===== config.mk =====
export PLATFORM = sky130hd
export DESIGN_NAME = alu_core
export DESIGN_NICKNAME = d
export VERILOG_FILES = /design/src/rtl/alu_pkg.sv /design/src/rtl/alu_operand.sv /design/src/rtl/alu_logic_cmp.sv /design/src/rtl/alu_shifter.sv /design/src/rtl/alu_gate.sv /design/src/rtl/alu_core.sv
export SDC_FILE = /design/constraint.sdc
export NUM_CORES = 2
export LEC_CHECK = 0
export BUFFER_PORTS_ARGS = -buffer_cell sky130_fd_sc_hd__buf_4
export CAP_MARGIN = 5
export CORE_MARGIN = 5
export CORE_UTILIZATION = 30
export CTS_CLUSTER_DIAMETER = 50
export CTS_CLUSTER_SIZE = 30
export DETAILED_ROUTE_END_ITERATION = 16
export SLEW_MARGIN = 20
export SYNTH_ARGS = -nofsm -noshare
export SYNTH_HDL_FRONTEND = slang
export SYNTH_SLANG_ARGS = --single-unit

===== constraint.sdc =====
create_clock -name clk -period 105.5 [get_ports clk]
set_clock_uncertainty 0.1 [all_clocks]
set_input_delay 5.275 -clock clk [delete_from_list [all_inputs] [get_ports clk]]
set_output_delay 5.275 -clock clk [all_outputs]
set_load 0.005 [all_outputs]

===== src/rtl/alu_pkg.sv =====
package alu_pkg;
  typedef enum logic [4:0] {
    OP_ADD  = 5'd0,  OP_SUB  = 5'd1,  OP_AND  = 5'd2,  OP_OR   = 5'd3,
    OP_XOR  = 5'd4,  OP_NOR  = 5'd5,  OP_XNOR = 5'd6,  OP_ANDH = 5'd7,
    OP_ORH  = 5'd8,  OP_CEQ  = 5'd9,  OP_CNE  = 5'd10, OP_CGT  = 5'd11,
    OP_CGE  = 5'd12, OP_CGTU = 5'd13, OP_CGEU = 5'd14, OP_SHL  = 5'd15,
    OP_SHRA = 5'd16, OP_SHRL = 5'd17, OP_MUL  = 5'd18, OP_SXB  = 5'd19,
    OP_SXH  = 5'd20, OP_DIVU = 5'd21, OP_MODU = 5'd22
  } alu_op_e;

  // Immediate handling classes
  typedef enum logic [1:0] {IMM_SIGN, IMM_ZERO, IMM_HIGH, IMM_NONE} imm_kind_e;

  function automatic imm_kind_e imm_kind(input logic [4:0] op);
    case (op)
      OP_ADD, OP_MUL, OP_CEQ, OP_CNE, OP_CGT, OP_CGE,
      OP_SHL, OP_SHRA, OP_SHRL:                         imm_kind = IMM_SIGN;
      OP_AND, OP_OR, OP_XOR, OP_NOR, OP_XNOR,
      OP_CGTU, OP_CGEU:                                 imm_kind = IMM_ZERO;
      OP_ANDH, OP_ORH:                                  imm_kind = IMM_HIGH;
      default:                                          imm_kind = IMM_NONE;
    endcase
  endfunction

  function automatic logic is_compare(input logic [4:0] op);
    is_compare = (op >= OP_CEQ) && (op <= OP_CGEU);
  endfunction
endpackage


===== src/rtl/alu_operand.sv =====
module alu_operand
  import alu_pkg::*;
#(
  parameter int DATA_W  = 32,
  parameter int IMM_W   = 16,
  parameter int SHAMT_W = $clog2(DATA_W)
) (
  input  logic [4:0]         op_sel,
  input  logic               imm_form,
  input  logic [DATA_W-1:0]  opb,
  input  logic [IMM_W-1:0]   imm,
  output logic [DATA_W-1:0]  b_eff,
  output logic [SHAMT_W-1:0] shamt
);
  localparam int PAD_W = DATA_W - IMM_W;

  logic [DATA_W-1:0] imm_sx, imm_zx, imm_hi;
  imm_kind_e kind;

  assign imm_sx = {{PAD_W{imm[IMM_W-1]}}, imm};
  assign imm_zx = {{PAD_W{1'b0}}, imm};
  assign imm_hi = {imm, {PAD_W{1'b0}}};
  assign kind   = imm_kind(op_sel);

  always_comb begin
    b_eff = opb;
    case (kind)
      IMM_SIGN: if (imm_form) b_eff = imm_sx;
      IMM_ZERO: if (imm_form) b_eff = imm_zx;
      IMM_HIGH: b_eff = imm_hi;
      default:  b_eff = opb;
    endcase
  end

  // shift amount: low bits of whichever operand is selected
  assign shamt = b_eff[SHAMT_W-1:0];
endmodule


===== src/rtl/alu_logic_cmp.sv =====
module alu_logic_cmp
  import alu_pkg::*;
#(
  parameter int DATA_W = 32
) (
  input  logic [4:0]        op_sel,
  input  logic [DATA_W-1:0] a,
  input  logic [DATA_W-1:0] b,
  output logic [DATA_W-1:0] logic_res,
  output logic              cmp_bit
);
  always_comb begin
    case (op_sel)
      OP_AND, OP_ANDH: logic_res = a & b;
      OP_OR,  OP_ORH:  logic_res = a | b;
      OP_XOR:          logic_res = a ^ b;
      OP_NOR:          logic_res = ~(a | b);
      OP_XNOR:         logic_res = ~(a ^ b);
      default:         logic_res = '0;
    endcase
  end

  always_comb begin
    case (op_sel)
      OP_CEQ:  cmp_bit = (a == b);
      OP_CNE:  cmp_bit = (a != b);
      OP_CGT:  cmp_bit = ($signed(a) >  $signed(b));
      OP_CGE:  cmp_bit = ($signed(a) >= $signed(b));
      OP_CGTU: cmp_bit = (a >  b);
      OP_CGEU: cmp_bit = (a >= b);
      default: cmp_bit = 1'b0;
    endcase
  end
endmodule


===== src/rtl/alu_shifter.sv =====
module alu_shifter #(
  parameter int DATA_W  = 32,
  parameter int SHAMT_W = $clog2(DATA_W)
) (
  input  logic [DATA_W-1:0]  a,
  input  logic [SHAMT_W-1:0] shamt,
  output logic [DATA_W-1:0]  shl,
  output logic [DATA_W-1:0]  sra,
  output logic [DATA_W-1:0]  srl
);
  // log-depth barrel: one mux rank per amount bit
  logic [DATA_W-1:0] l_st [SHAMT_W+1];
  logic [DATA_W-1:0] a_st [SHAMT_W+1];
  logic [DATA_W-1:0] u_st [SHAMT_W+1];

  assign l_st[0] = a;
  assign a_st[0] = a;
  assign u_st[0] = a;

  for (genvar s = 0; s < SHAMT_W; s++) begin : g_rank
    localparam int D = 1 << s;
    assign l_st[s+1] = shamt[s] ? {l_st[s][DATA_W-1-D:0], {D{1'b0}}} : l_st[s];
    assign a_st[s+1] = shamt[s] ? {{D{a[DATA_W-1]}}, a_st[s][DATA_W-1:D]} : a_st[s];
    assign u_st[s+1] = shamt[s] ? {{D{1'b0}}, u_st[s][DATA_W-1:D]} : u_st[s];
  end

  assign shl = l_st[SHAMT_W];
  assign sra = a_st[SHAMT_W];
  assign srl = u_st[SHAMT_W];
endmodule


===== src/rtl/alu_gate.sv =====
module alu_gate
  import alu_pkg::*;
#(
  parameter int DATA_W  = 32,
  parameter int SHAMT_W = $clog2(DATA_W)
) (
  input  logic [4:0]         op_sel,
  input  logic [SHAMT_W-1:0] shamt,
  input  logic [DATA_W-1:0]  divisor,
  input  logic               has_shifter,
  input  logic               has_multiplier,
  input  logic               has_sext,
  input  logic               has_divider,
  output logic               illegal,
  output logic               div_zero
);
  localparam logic [SHAMT_W-1:0] ONE = SHAMT_W'(1);

  always_comb begin
    illegal  = 1'b0;
    div_zero = 1'b0;
    case (op_sel)
      OP_ADD, OP_SUB, OP_AND, OP_OR, OP_XOR, OP_NOR, OP_XNOR,
      OP_ANDH, OP_ORH, OP_CEQ, OP_CNE, OP_CGT, OP_CGE,
      OP_CGTU, OP_CGEU:  illegal = 1'b0;
      OP_SHL:            illegal = !has_shifter;
      OP_SHRA, OP_SHRL:  illegal = !has_shifter && (shamt != ONE);
      OP_MUL:            illegal = !has_multiplier;
      OP_SXB, OP_SXH:    illegal = !has_sext;
      OP_DIVU, OP_MODU: begin
        illegal  = !has_divider;
        div_zero = has_divider && (divisor == '0);
      end
      default:           illegal = 1'b1;
    endcase
  end
endmodule


===== src/rtl/alu_core.sv =====
module alu_core
  import alu_pkg::*;
#(
  parameter int DATA_W = 32,
  parameter int IMM_W  = 16
) (
  input  logic              clk,
  input  logic              rst,
  input  logic [4:0]        op_sel,
  input  logic              imm_form,
  input  logic [DATA_W-1:0] opa,
  input  logic [DATA_W-1:0] opb,
  input  logic [IMM_W-1:0]  imm,
  input  logic              has_shifter,
  input  logic              has_multiplier,
  input  logic              has_sext,
  input  logic              has_divider,
  output logic [DATA_W-1:0] result,
  output logic              illegal,
  output logic              div_zero
);
  localparam int SHAMT_W = $clog2(DATA_W);

  logic [DATA_W-1:0]  b_eff, logic_res, shl, sra, srl;
  logic [DATA_W-1:0]  prod, quot, rem, sxb, sxh, res_c;
  logic [SHAMT_W-1:0] shamt;
  logic               cmp_bit, ill_c, dz_c;

  alu_operand #(.DATA_W(DATA_W), .IMM_W(IMM_W), .SHAMT_W(SHAMT_W)) u_opnd (
    .op_sel(op_sel), .imm_form(imm_form), .opb(opb), .imm(imm),
    .b_eff(b_eff), .shamt(shamt)
  );

  alu_logic_cmp #(.DATA_W(DATA_W)) u_lc (
    .op_sel(op_sel), .a(opa), .b(b_eff),
    .logic_res(logic_res), .cmp_bit(cmp_bit)
  );

  alu_shifter #(.DATA_W(DATA_W), .SHAMT_W(SHAMT_W)) u_sh (
    .a(opa), .shamt(shamt), .shl(shl), .sra(sra), .srl(srl)
  );

  alu_gate #(.DATA_W(DATA_W), .SHAMT_W(SHAMT_W)) u_gate (
    .op_sel(op_sel), .shamt(shamt), .divisor(opb),
    .has_shifter(has_shifter), .has_multiplier(has_multiplier),
    .has_sext(has_sext), .has_divider(has_divider),
    .illegal(ill_c), .div_zero(dz_c)
  );

  assign prod = opa * b_eff;
  assign quot = (opb == '0) ? '0 : opa / opb;
  assign rem  = (opb == '0) ? '0 : opa % opb;
  assign sxb  = {{(DATA_W-8){opa[7]}}, opa[7:0]};
  assign sxh  = {{(DATA_W-16){opa[15]}}, opa[15:0]};

  always_comb begin
    case (op_sel)
      OP_ADD:  res_c = opa + b_eff;
      OP_SUB:  res_c = opa - opb;
      OP_SHL:  res_c = shl;
      OP_SHRA: res_c = sra;
      OP_SHRL: res_c = srl;
      OP_MUL:  res_c = prod;
      OP_SXB:  res_c = sxb;
      OP_SXH:  res_c = sxh;
      OP_DIVU: res_c = quot;
      OP_MODU: res_c = rem;
      default: res_c = is_compare(op_sel) ? {{(DATA_W-1){1'b0}}, cmp_bit} : logic_res;
    endcase
  end

  always_ff @(posedge clk) begin
    if (rst) begin
      result   <= '0;
      illegal  <= 1'b0;
      div_zero <= 1'b0;
    end else begin
      result   <= (ill_c || dz_c) ? '0 : res_c;
      illegal  <= ill_c;
      div_zero <= dz_c;
    end
  end
endmodule


==> results.py <==
metrics = {
    "critical_path": {
        "endpoint_kind": "flop",
        "timing.critical_path.mode_cell": "sky130_fd_sc_hd__ha_1",
        "critPathLaunchType": "primary input",
        "timing.critical_path.slowest_cell_delay_ns": 0.94,
        "critical_path_class": "primary input to flop",
        "crit_path_start": "opb[31]",
        "slowest_stage": "sky130_fd_sc_hd__a41oi_2",
        "critical_path.max_fanout": 33,
        "arrival_ns": 93.57,
        "cp-endpoint": "result[31]",
        "crit_required_ns": 105.52,
    },
    "sta": {
        "max-slew-margin-rel": 0.153,
        "worst_pin_slew_ns": 1.25,
        "final_hold_viol_count": 0,
        "drv_slew": 0,
        "timing.hold.ws_ns": 5.07,
        "rsz0062_at_grt": "no",
        "ratio_of_final_minimum_period_to_clock_period": 0.887,
        "setup-violations-final": 0,
        "timing.fmax_ghz": 0.0107,
        "post-route-min-period_ns": 93.55,
        "setup_slack_after_layout_ns": 11.95,
        "finalSetupTns_ns": 0,
    },
    "synthesis": {
        "synth_edf_count": 0,
        "synth-simple-area-share": 0.214,
        "syn-cell-area_mm2": 0.0574,
        "post_synth_net_total": 9357,
        "synth_compound_area_frac": 0.263,
        "synth_top_family_by_area": "adder cells",
        "synth_cell_types": 107,
        "mapped_avg_cell_area_um2": 7.12,
        "post_synth_xor_area_fraction": 0.0771,
        "top_flip_flop_cell_by_instance_count_after_synthesis": "sky130_fd_sc_hd__dfxtp_1",
        "synth_seq_cells": 34,
        "synth_area_in_adders": 0.315,
        "synth_seq_area_share": 0.0119,
        "syn_inst": 8067,
        "ys_async_sr_fraction": 0,
        "yosys-mux-area-fraction": 0.0428,
        "synth-warning-count": 0,
    },
    "die": {
        "die_h_um": 447,
        "die_width_um": 447,
        "initial_utilization": 0.302,
        "core_area_mm2": 0.190,
        "rows": 160,
        "floorplan.die_area_mm2": 0.200,
        "top_level_ports": 126,
    },
    "power": {
        "design_power_total_w": 0.00226,
        "vdd_drop_max_mv": 0.186,
        "cellLeakagePower_nw": 28.5,
        "powerDensity_mw_per_mm2": 36.7,
    },
    "clocking": {
        "cts.hold.buffers_added": 0,
        "ctsLongestPathBuffers": 2,
        "path_clk_slew_ns": 0.06,
        "number_of_clock_sinks": 34,
        "cts_inserted_buffers": 5,
        "post-cts-setup-buffer-count": 0,
        "ctsRootBufferMaster": "sky130_fd_sc_hd__clkbuf_16",
        "cts_repair_resize_count": 0,
        "htreeDepth": 2,
        "cts_tree": "done",
    },
    "global_routing": {
        "grt_remaining_overflow": 0,
        "pin_count_of_the_biggest_net_entering_global_routing": 59,
        "grt_first_pass_wirelength_mm": 423,
        "grt_util_all_layers": 0.283,
        "antenna_found_initial": 28,
        "first_global_vias": 61687,
    },
    "run": {
        "max_cap_viol_count": 0,
    },
    "route": {
        "routed-via-count": 64343,
        "first_pass_iters": 9,
        "detail_route.wl_per_cell_um": 28.2,
        "drcViolationCount": 0,
        "drt_first_iter_violations": 7508,
        "route.detailed.vias_per_inst": 6.12,
        "detail_route.wirelength_mm": 297,
        "final_antenna_net_count": 0,
    },
    "hold_path": {
        "hold_path.startpoint": "rst",
        "kind_of_path_behind_the_tightest_hold_check": "primary input to flop",
        "timing.hold.worst_path_depth": 2,
    },
    "final_layout": {
        "nNetsFinal": 9270,
        "filler_cell_count": 20594,
        "flow.area_growth_from_synthesis_pct": 7.29,
        "final_core_utilization": 0.324,
        "final_layout_size_suffix_gt1_frac": 0.0680,
    },
    "status": {
        "outcome": "completed",
    },
    "placement": {
        "hpwl_mm": 235,
        "place.gp.congestion": 1.10,
        "setup_slack_at_placement_ns": 14.39,
        "portBuffers": 125,
    },
}
## worst max-delay path: cells and delay by family
kind,cells,cell delay [ns]
simple gates,89,26.19
compound gates,149,46.60
fa+ha+maj,31,10.26
buf+inv,18,3.82
mux,4,1.12
## layer usage
metal	track usage	part of all wire	routed length (um)	vias to the layer above
met5	0	0.00019	55	-
li1	-	-	-	28393
met2	0.431	0.42	125000	3862
met1	0.360	0.40	118000	31114
met4	0.203	0.088	26000	8
met3	0.0503	0.094	27900	966
## cell usage in the layout, fill, tap and decap left out, drive strengths merged, types with 85 or more instances in the layout
| cell type | synthesis | routed |
|---|---|---|
| a211oi | 85 | 85 |
| a21o | 187 | 187 |
| a21oi | 581 | 581 |
| a31oi | 109 | 109 |
| buf | 82 | 276 |
| fa | 410 | 410 |
| ha | 788 | 788 |
| inv | 775 | 774 |
| mux2i | 158 | 158 |
| nand2 | 961 | 961 |
| nand3 | 173 | 173 |
| nor2 | 809 | 809 |
| nor3 | 210 | 210 |
| o211ai | 109 | 109 |
| o21a | 136 | 136 |
| o21ai | 393 | 393 |
| xnor2 | 350 | 350 |
| xor2 | 150 | 150 |
## worst min-delay path by stage
stage	to	slack, ns
after floorplan	div_zero	5.25
after global placement	div_zero	5.37
after detailed placement	div_zero	5.37
after CTS	div_zero	5.07
after global routing	div_zero	5.07
final	div_zero	5.07
## logic make-up (layout without fill, tap and decap cells)
logic type      after synthesis  count (layout)
buf+inv                    1147            1061
simple gates               2707            2707
flops                        34              34
compound gates             2247            2247
other cells                   0              20
fa+ha+maj                  1198            1198
mux                         232             232
xor+xnor                    502             502
## power by group
part / internal, W / switching, W / leakage (nW)
registers: 0.0000147 / 0.00000113 / 0.275
logic: 0.000801 / 0.00142 / 28.1
clock network: 0.0000136 / 0.00000637 / 0.0941
## cells in the mapped netlist, drive strengths merged, types with 136 or more instances
library cell / instances / area (um^2)
nand2: 961 / 3610
nor2: 809 / 3040
ha: 788 / 9860
inv: 775 / 2910
a21oi: 581 / 2920
fa: 410 / 8210
o21ai: 393 / 1980
xnor2: 350 / 3070
clkbuf: 288 / 1080
nor3: 210 / 1060
a21o: 187 / 1400
nand3: 173 / 866
mux2i: 158 / 1580
xor2: 150 / 1310
o21a: 136 / 1020
## state kept, by name, summed over array words and instances (netlist names)
signal and count:
div_zero 1, illegal 1, result 32
## stage by stage
step / cell area, um^2 / std cells
after floorplan: 57400 / 8067
after global placement: 61300 / 10483
after detailed placement: 61300 / 10484
after CTS: 61500 / 10492
after global routing: 61600 / 10507
final: 61600 / 10512
## final cells by class
| type | instances | area, um^2 | area share |
|---|---|---|---|
| Clock inverter | 3 | 68.8 | 0.00112 |
| Antenna cell | 20 | 50.0 | 0.000812 |
| Multi-Input combinational cell | 6886 | 52500 | 0.853 |
| Tap cell | 2511 | 3140 | 0.0510 |
| Sequential cell | 34 | 681 | 0.0110 |
| Timing Repair Buffer | 276 | 2070 | 0.0336 |
| Clock buffer | 5 | 125 | 0.00203 |
| Inverter | 777 | 2920 | 0.0473 |
No activity file was read; power rests on OpenSTA's default activity.
